==> src/rtl/sar_cal_pkg.sv <==
// Shared types of the calibration sequencer.
// Assumes nothing beyond a single clock domain.
package sar_cal_pkg;
    typedef enum logic [2:0] {
        PH_IDLE,
        PH_SAMPLE,
        PH_REDIST,
        PH_SEARCH,
        PH_DONE
    } phase_t;
endpackage

==> src/rtl/sar_cal_ctrl.sv <==
// Phase sequencer: walks the side, capacitor, conversion and search-step
// counters for one full calibration run.
// Assumes N_SUB >= 2 and N_MSB >= 2; start is a level sampled on each clock.
module sar_cal_ctrl #(
    parameter int N_MSB    = 5,
    parameter int N_SUB    = 11,
    parameter int AVG_LOG2 = 5,
    localparam int IDX_W  = $clog2(N_MSB),
    localparam int BIT_W  = $clog2(N_SUB),
    localparam int CONV_W = (AVG_LOG2 > 0) ? AVG_LOG2 : 1
) (
    input  logic                 clk,
    input  logic                 rst_n,
    input  logic                 start,
    output sar_cal_pkg::phase_t  phase,
    output logic [BIT_W-1:0]     bit_pos,
    output logic [IDX_W-1:0]     cap,
    output logic                 side,
    output logic                 conv_first,
    output logic                 conv_end,
    output logic                 meas_end
);
    import sar_cal_pkg::*;

    localparam int NCONV = 1 << AVG_LOG2;
    localparam logic [CONV_W-1:0] CONV_LAST = CONV_W'(NCONV - 1);
    localparam logic [IDX_W-1:0]  CAP_LAST  = IDX_W'(N_MSB - 1);
    localparam logic [BIT_W-1:0]  BIT_TOP   = BIT_W'(N_SUB - 1);

    logic [CONV_W-1:0] conv;

    // Decode the per-conversion and per-measurement boundaries.
    always_comb begin
        conv_first = (conv == '0);
        conv_end   = (phase == PH_SEARCH) && (bit_pos == '0);
        meas_end   = conv_end && (conv == CONV_LAST);
    end

    // Advance the phase and the nested run counters.
    always_ff @(posedge clk) begin
        if (!rst_n) begin
            phase   <= PH_IDLE;
            bit_pos <= '0;
            cap     <= '0;
            side    <= 1'b0;
            conv    <= '0;
        end else begin
            unique case (phase)
                PH_IDLE: begin
                    if (start) begin
                        phase <= PH_SAMPLE;
                        cap   <= '0;
                        side  <= 1'b0;
                        conv  <= '0;
                    end
                end
                PH_SAMPLE: phase <= PH_REDIST;
                PH_REDIST: begin
                    phase   <= PH_SEARCH;
                    bit_pos <= BIT_TOP;
                end
                PH_SEARCH: begin
                    if (bit_pos != '0) begin
                        bit_pos <= bit_pos - 1'b1;
                    end else if (conv != CONV_LAST) begin
                        conv  <= conv + 1'b1;
                        phase <= PH_SAMPLE;
                    end else begin
                        conv <= '0;
                        if (cap != CAP_LAST) begin
                            cap   <= cap + 1'b1;
                            phase <= PH_SAMPLE;
                        end else if (!side) begin
                            side  <= 1'b1;
                            cap   <= '0;
                            phase <= PH_SAMPLE;
                        end else begin
                            phase <= PH_DONE;
                        end
                    end
                end
                PH_DONE: phase <= PH_IDLE;
                default: phase <= PH_IDLE;
            endcase
        end
    end
endmodule

==> src/rtl/sar_cal_search.sv <==
// Binary-search register over the lower capacitors: presents the trial word
// and keeps or drops the trial bit on each comparator decision.
// Assumes clear comes in the cycle before the first search step.
module sar_cal_search #(
    parameter int N_SUB = 11,
    localparam int BIT_W = $clog2(N_SUB)
) (
    input  logic             clk,
    input  logic             rst_n,
    input  logic             clear,
    input  logic             active,
    input  logic [BIT_W-1:0] bit_pos,
    input  logic             cmp_keep,
    output logic [N_SUB-1:0] trial,
    output logic [N_SUB-1:0] code_final
);
    logic [N_SUB-1:0] code;
    logic [N_SUB-1:0] onehot;

    // Form the trial word and the word including this step's decision.
    always_comb begin
        onehot     = N_SUB'(1) << bit_pos;
        trial      = active ? (code | onehot) : '0;
        code_final = code | (cmp_keep ? onehot : '0);
    end

    // Hold the decided bits of the conversion in progress.
    always_ff @(posedge clk) begin
        if (!rst_n || clear) begin
            code <= '0;
        end else if (active && cmp_keep) begin
            code <= code | onehot;
        end
    end
endmodule

==> src/rtl/sar_cal_avg.sv <==
// Averager: turns each search code into a signed offset from mid-scale,
// sums a group of conversions, shifts and saturates the result.
// Assumes ACC_W holds 2^AVG_LOG2 offsets of N_SUB bits without overflow.
module sar_cal_avg #(
    parameter int N_SUB    = 11,
    parameter int AVG_LOG2 = 5,
    parameter int ACC_W    = 16,
    parameter int ERR_W    = 8
) (
    input  logic             clk,
    input  logic             rst_n,
    input  logic             conv_end,
    input  logic             conv_first,
    input  logic [N_SUB-1:0] code,
    output logic [ERR_W-1:0] result
);
    localparam logic signed [ACC_W-1:0] MID    = ACC_W'(1 << (N_SUB - 1));
    localparam logic signed [ACC_W-1:0] SAT_HI = ACC_W'((1 << (ERR_W - 1)) - 1);
    localparam logic signed [ACC_W-1:0] SAT_LO = ~SAT_HI;

    logic signed [ACC_W-1:0] acc;
    logic signed [ACC_W-1:0] offs;
    logic signed [ACC_W-1:0] sum_next;
    logic signed [ACC_W-1:0] scaled;

    // Compute the running sum, the averaged value and its saturated form.
    always_comb begin
        offs     = $signed(ACC_W'(code)) - MID;
        sum_next = (conv_first ? '0 : acc) + offs;
        scaled   = sum_next >>> AVG_LOG2;
        if (scaled > SAT_HI) begin
            result = SAT_HI[ERR_W-1:0];
        end else if (scaled < SAT_LO) begin
            result = SAT_LO[ERR_W-1:0];
        end else begin
            result = scaled[ERR_W-1:0];
        end
    end

    // Register the sum at the end of each conversion.
    always_ff @(posedge clk) begin
        if (!rst_n) begin
            acc <= '0;
        end else if (conv_end) begin
            acc <= sum_next;
        end
    end
endmodule

==> src/rtl/sar_cal_store.sv <==
// Result register file: one signed field per measured capacitor per side.
// Assumes wr is a single-cycle strobe with side and cap valid alongside.
module sar_cal_store #(
    parameter int N_MSB = 5,
    parameter int ERR_W = 8,
    localparam int IDX_W = $clog2(N_MSB)
) (
    input  logic                   clk,
    input  logic                   rst_n,
    input  logic                   wr,
    input  logic                   side,
    input  logic [IDX_W-1:0]       cap,
    input  logic [ERR_W-1:0]       data,
    output logic [N_MSB*ERR_W-1:0] err_plus,
    output logic [N_MSB*ERR_W-1:0] err_minus
);
    for (genvar g = 0; g < N_MSB; g++) begin : g_field
        // Capture the averaged result into this capacitor's field.
        always_ff @(posedge clk) begin
            if (!rst_n) begin
                err_plus[g*ERR_W +: ERR_W]  <= '0;
                err_minus[g*ERR_W +: ERR_W] <= '0;
            end else if (wr && cap == IDX_W'(g)) begin
                if (side) begin
                    err_minus[g*ERR_W +: ERR_W] <= data;
                end else begin
                    err_plus[g*ERR_W +: ERR_W] <= data;
                end
            end
        end
    end
endmodule

==> src/rtl/sar_cal_seq.sv <==
// Top of the self-calibration sequencer. It ties the phase sequencer,
// search register, averager and result store together and decodes the
// DAC switch word. Assumes the comparator decision is valid within the
// search cycle in which the trial word is shown.
module sar_cal_seq #(
    parameter int N_MSB    = 5,
    parameter int N_SUB    = 11,
    parameter int AVG_LOG2 = 5,
    parameter int ACC_W    = 16,
    parameter int ERR_W    = 8,
    localparam int DAC_W = N_MSB + N_SUB,
    localparam int IDX_W = $clog2(N_MSB),
    localparam int BIT_W = $clog2(N_SUB)
) (
    input  logic                   clk,
    input  logic                   rst_n,
    input  logic                   start,
    input  logic                   cmp_keep,
    output logic                   busy,
    output logic                   done,
    output logic                   top_hold,
    output logic                   side_minus,
    output logic [DAC_W-1:0]       dac_sel,
    output logic [N_MSB*ERR_W-1:0] err_plus,
    output logic [N_MSB*ERR_W-1:0] err_minus
);
    import sar_cal_pkg::*;

    phase_t           phase;
    logic [BIT_W-1:0] bit_pos;
    logic [IDX_W-1:0] cap;
    logic             side;
    logic             conv_first;
    logic             conv_end;
    logic             meas_end;
    logic [N_SUB-1:0] trial;
    logic [N_SUB-1:0] code_final;
    logic [ERR_W-1:0] result;
    logic [N_MSB-1:0] cut_mask;

    sar_cal_ctrl #(.N_MSB(N_MSB), .N_SUB(N_SUB), .AVG_LOG2(AVG_LOG2)) u_ctrl (
        .clk(clk), .rst_n(rst_n), .start(start), .phase(phase),
        .bit_pos(bit_pos), .cap(cap), .side(side), .conv_first(conv_first),
        .conv_end(conv_end), .meas_end(meas_end)
    );

    sar_cal_search #(.N_SUB(N_SUB)) u_search (
        .clk(clk), .rst_n(rst_n), .clear(phase == PH_SAMPLE),
        .active(phase == PH_SEARCH), .bit_pos(bit_pos), .cmp_keep(cmp_keep),
        .trial(trial), .code_final(code_final)
    );

    sar_cal_avg #(.N_SUB(N_SUB), .AVG_LOG2(AVG_LOG2), .ACC_W(ACC_W), .ERR_W(ERR_W)) u_avg (
        .clk(clk), .rst_n(rst_n), .conv_end(conv_end), .conv_first(conv_first),
        .code(code_final), .result(result)
    );

    sar_cal_store #(.N_MSB(N_MSB), .ERR_W(ERR_W)) u_store (
        .clk(clk), .rst_n(rst_n), .wr(meas_end), .side(side), .cap(cap),
        .data(result), .err_plus(err_plus), .err_minus(err_minus)
    );

    // Decode handshake levels and the reference switch word from the phase.
    always_comb begin
        cut_mask   = N_MSB'(1) << cap;
        busy       = (phase == PH_SAMPLE) || (phase == PH_REDIST) || (phase == PH_SEARCH);
        done       = (phase == PH_DONE);
        top_hold   = (phase == PH_SAMPLE);
        side_minus = busy && side;
        dac_sel    = '0;
        unique case (phase)
            PH_SAMPLE: dac_sel[N_SUB-1:0]     = '1;
            PH_REDIST: dac_sel[DAC_W-1:N_SUB] = cut_mask;
            PH_SEARCH: dac_sel                = {cut_mask, trial};
            default:   dac_sel                = '0;
        endcase
    end
endmodule

==> config.mk <==
export PLATFORM = sky130hd
export DESIGN_NAME = sar_cal_seq
export DESIGN_NICKNAME = d
export VERILOG_FILES = /design/src/rtl/sar_cal_pkg.sv /design/src/rtl/sar_cal_ctrl.sv /design/src/rtl/sar_cal_search.sv /design/src/rtl/sar_cal_avg.sv /design/src/rtl/sar_cal_store.sv /design/src/rtl/sar_cal_seq.sv
export SDC_FILE = /design/constraint.sdc
export NUM_CORES = 1
export LEC_CHECK = 0
export ABC_AREA = 1
export BUFFER_PORTS_ARGS = -buffer_cell sky130_fd_sc_hd__buf_2
export CAP_MARGIN = 20
export CORE_UTILIZATION = 52
export DETAILED_ROUTE_END_ITERATION = 16
export GPL_ROUTABILITY_DRIVEN = 0
export HOLD_SLACK_MARGIN = 0.03
export PLACE_DENSITY = 0.76
export SYNTH_ARGS = -nofsm -noshare
export SYNTH_HDL_FRONTEND = slang
export SYNTH_SLANG_ARGS = --single-unit
==> constraint.sdc <==
create_clock -name clk -period 3 [get_ports clk]
set_clock_uncertainty 0.2 [all_clocks]
set_input_delay 0.45 -clock clk [delete_from_list [all_inputs] [get_ports clk]]
set_output_delay 0.45 -clock clk [all_outputs]
set_load 0.05 [all_outputs]
==> summary.md <==
| Metric | Value |
|---|---|
| Hold violation total from the final report | 0 |
| Initial core utilization | 0.5412 |
| Global-route wire length before repair | 36,430 um |
| Fraction of final layout cells sized beyond drive strength 1 | 0.3984 |
| Shortest clock period the worst path allows after layout | 3.541 ns |
| Register Area | 2469 um2 |
| Final total power | 5.389 mW |
| Global-route layer with the greatest usage | met2 |
| Post-synthesis cell count | 894 |
| Site Rows | 40 |
| Min-Delay Startpoint | start |
| Capture endpoint of the worst hold path | u_ctrl.phase[0] |
| CTS Root Buffer Type | sky130_fd_sc_hd__clkbuf_16 |
| TritonCTS Buffers | 17 |
| Area of placed instances | 7729 um2 |
| Post-synth net total | 925 |
| Synthesized area | 6581 um2 |
| Clock sink count | 123 |
| Overall die area | 13,110 um2 |
| Max-capacitance violation count | 0 |
| DRT Pass-1 Iters | 6 |
| Synth-to-layout area growth | 48.33% |
| Number of DRC markers after the initial detailed-route iteration | 1,126 |
| Transition time of the tightest slew-check pin | 0.6361 ns |
| Number of nets still failing antenna checks after routing | 0 |
| Count of filler cells inserted in the layout | 650 |
| Standby leakage power | 4.899 nW |
| Cell Count, Final, Fillers Out | 1,285 |
| Worst Path Arrival | 3.69 ns |
| Top achievable clock speed | 0.2824 GHz |
| Unrepaired setup endpoints after global routing | yes |
| Number of warnings printed during yosys synthesis | 0 |
| Number of placed I/O pins | 104 |
| Kind of capture point of the worst setup path | flop |
| Final Cell Area | 9762 um2 |
| Sum Neg Setup Slack | -28.17 ns |
| Critical Path Slowest Stage Cell | sky130_fd_sc_hd__dfxtp_2 |
| Hold-fix buffers at CTS | 0 |
| Endpoint of the worst register-to-register path | u_store.err_minus[29] |
| Pwr per Cell Area | 552.1 nW/um2 |
| Overall die height | 114.5 um |
| Overall routed net length | 27,020 um |
| Vias in the first global route | 6,914 |
| Clock buffer depth | 2 |
| Final critical-path share of the clock period | 1.180 |
| GR met1 Demand/Resource | 0.4445 |
| Multi-input gate area | 4227 um2 |
| Standard cell core area | 12,160 um2 |
| Mean Syn Cell Area | 7.362 um2 |
| Average routed wire per standard cell | 21.03 um |
| Max FO, Critical Path | 7 |
| Worst Hold Depth | 3 |
| CTS tree | done |
| CP Class | flop to flop |
| Startpoint class of the critical path | flop |
| Total of buffers placed on input and output ports | 103 |
| Number of nets in the final layout | 1,135 |
| Clock latency on the worst-skew pair | 0.45 ns |
| Class of the worst hold path | primary input to flop |
| Cell with the most instances on the worst path | sky130_fd_sc_hd__nand2_2 |
| Data required time at the worst endpoint | 3.15 ns |
| Worst reg2reg setup slack | -0.54 ns |
| Clock edge transition at the registers on the reported setup and hold paths | 0.06 ns |
| DPL Wire Length | 11,890 um |
| Share of the yosys chip area belonging to registers | 0.3741 |
| Width of the die | 114.5 um |
| Critical Path Source | u_ctrl.conv[0] |
| Post-synthesis sequential element count | 123 |
| Worst setup slack after layout | -0.5406 ns |
| Violated checks | setup timing |
| Maximum number of pins on one net before global-route repair | 51 |
| Status | finished, violations left |
| Number of cells in the design after placement | 1,205 |
| Met3 track demand over resource | 0.08999 |
| Number of antenna violations at the first check in global routing | 0 |
| Via-to-Cell Ratio | 6.071 |
| Depth of the worst register-to-register path | 25 |
| Total number of vias | 7,801 |
| Global-route met2 utilization | 0.5685 |
| Max Slew Vio Count | 0 |
| DRC violation count after routing | 0 |
| IR Drop Worst-Case VDD | 0.4273 mV |
| Launch instance of the worst register-to-register path | u_ctrl.conv[0] |
| Relative slew margins | 0.5754 |
| Antenna fix cells | 0 |
| Largest stage delay on the critical path | 0.32 ns |
| Total number of H-tree levels | 4 |
| Sum of overflow across all layers after global routing | 0 |
| Distinct cell type count of the synthesized netlist | 40 |
| Number of setup violations in the final report | 82 |
| Global-route usage over all layers | 0.3641 |
-- metal layers --
layer  up-vias  part of all wire
met5         -                 0
met4         0             0.075
met3       241              0.12
met2       735              0.44
met1      3522              0.36
li1       3303                 -
-- layout make-up --
type,count,share of cell area
Timing Repair Buffer,226,0.1666
Multi-Input combinational cell,574,0.4330
Clock inverter,11,0.01474
Inverter,162,0.06409
Tap cell,168,0.02153
Clock buffer,21,0.04717
Sequential cell,123,0.2529
-- where the power goes --
| part | internal, mW | total [mW] | switching (mW) | leakage [nW] |
|---|---|---|---|---|
| combinational | 0.543 | 1.51 | 0.970 | 3.62 |
| clock | 1.34 | 2.15 | 0.804 | 0.285 |
| sequential | 1.68 | 1.73 | 0.0485 | 0.994 |
| total | 3.57 | 5.39 | 1.82 | 4.90 |
-- flip-flops by register name (all words and copies together) (netlist names) --
register           flops
u_ctrl.side            1
u_search.code         11
u_avg.acc             16
u_ctrl.phase           3
u_ctrl.conv            5
u_ctrl.bit_pos         4
u_store.err_minus     40
u_store.err_plus      40
u_ctrl.cap             3
-- cells in the mapped netlist (all sizes together) --
library cell	number	area share
a311oi	1	0.0013
o211ai	12	0.014
ha	26	0.049
a21oi	57	0.044
nor2	77	0.061
a31oi	10	0.0095
xor2	8	0.011
buf	22	0.021
xnor2	7	0.0093
nand4	2	0.0019
nand2	158	0.099
nor3b	4	0.0046
inv	161	0.093
nand3	90	0.070
o21bai	1	0.0017
a21o	2	0.0023
fa	1	0.0030
clkinv	1	0.00057
nor3	8	0.011
dfxtp	123	0.37
nand3b	1	0.0011
or2	1	0.00095
clkbuf	17	0.0097
a211oi	11	0.013
o21a	63	0.072
o21ai	30	0.023
-- cell usage in the layout, fill, tap and decap left out, types with 4 or more instances in the layout --
| cell type | netlist | layout |
|---|---|---|
| sky130_fd_sc_hd__dfxtp_1 | 123 | 120 |
| sky130_fd_sc_hd__ha_4 | 0 | 15 |
| sky130_fd_sc_hd__nand3_4 | 0 | 5 |
| sky130_fd_sc_hd__nand2_8 | 0 | 10 |
| sky130_fd_sc_hd__nand2_1 | 148 | 115 |
| sky130_fd_sc_hd__nor2_2 | 2 | 12 |
| sky130_fd_sc_hd__clkinvlp_4 | 0 | 4 |
| sky130_fd_sc_hd__nand3_2 | 2 | 23 |
| sky130_fd_sc_hd__o211ai_1 | 12 | 12 |
| sky130_fd_sc_hd__xor2_1 | 8 | 4 |
| sky130_fd_sc_hd__inv_2 | 10 | 18 |
| sky130_fd_sc_hd__o21a_1 | 63 | 63 |
| sky130_fd_sc_hd__buf_4 | 8 | 99 |
| sky130_fd_sc_hd__buf_6 | 1 | 14 |
| sky130_fd_sc_hd__a21oi_1 | 56 | 40 |
| sky130_fd_sc_hd__nor2_4 | 6 | 17 |
| sky130_fd_sc_hd__o21ai_0 | 29 | 21 |
| sky130_fd_sc_hd__inv_1 | 149 | 138 |
| sky130_fd_sc_hd__a211oi_1 | 11 | 11 |
| sky130_fd_sc_hd__clkbuf_16 | 0 | 18 |
| sky130_fd_sc_hd__xnor2_1 | 7 | 4 |
| sky130_fd_sc_hd__nand2_4 | 7 | 10 |
| sky130_fd_sc_hd__o21ai_2 | 0 | 6 |
| sky130_fd_sc_hd__nor3b_1 | 4 | 4 |
| sky130_fd_sc_hd__nand2_2 | 3 | 27 |
| sky130_fd_sc_hd__nor2_8 | 4 | 4 |
| sky130_fd_sc_hd__nand3_1 | 88 | 62 |
| sky130_fd_sc_hd__buf_2 | 12 | 103 |
| sky130_fd_sc_hd__nor3_1 | 5 | 5 |
| sky130_fd_sc_hd__nor2_1 | 65 | 44 |
| sky130_fd_sc_hd__a21oi_2 | 1 | 15 |
| sky130_fd_sc_hd__ha_1 | 26 | 8 |
| sky130_fd_sc_hd__a31oi_1 | 10 | 9 |
| sky130_fd_sc_hd__inv_4 | 2 | 4 |
| sky130_fd_sc_hd__buf_12 | 0 | 5 |
-- critical path: cells and delay by family (launching register included) --
| family | cells | cell delay, ns |
|---|---|---|
| adder cells (fa/ha/maj) | 2 | 0.44 |
| buffers and inverters | 8 | 0.78 |
| AND/OR/NAND/NOR | 15 | 1.67 |
| flip-flops | 1 | 0.32 |
-- metrics by stage --
step | utilization | hold WS (ns) | worst slack, ns
finish | 0.8027 | 0.1912 | -0.5406
CTS | 0.7671 | 0.1917 | -0.1071
global route | 0.8027 | 0.2023 | -0.5735
detailed placement | 0.6355 | 0.2623 | -0.3105
floorplan | - | 0.2302 | 0.009289
global placement | 0.6355 | 0.2488 | -0.2216
-- repair_timing --
item	in CTS	in global routing
pin swaps	56	41
resized for setup	127	100
buffers inserted	34	11
setup endpoints to repair	70	88
cloned	7	1
-- cells by family (layout without fill, tap and decap cells) --
family / after synthesis / count (layout) / share of synthesized area
DFF: 123 / 123 / 0.3741
buffers and inverters: 201 / 420 / 0.1234
xor gates and xnor gates: 15 / 15 / 0.01996
and+or+nand+nor: 341 / 345 / 0.2504
adders and majority gates: 27 / 27 / 0.05247
AOI/OAI and AO/OA: 187 / 187 / 0.1797
-- worst max-delay path by stage --
stage                       endpoint  cells after the start
6_report       u_store.err_minus[29]                     25
5_1_grt        u_store.err_minus[29]                     21
4_1_cts         u_store.err_plus[29]                     20
3_5_place_dp   u_store.err_minus[37]                     21
3_3_place_gp     u_store.err_plus[0]                     20
2_1_floorplan  u_store.err_minus[33]                     24
No activity file was read; power rests on OpenSTA's default activity.
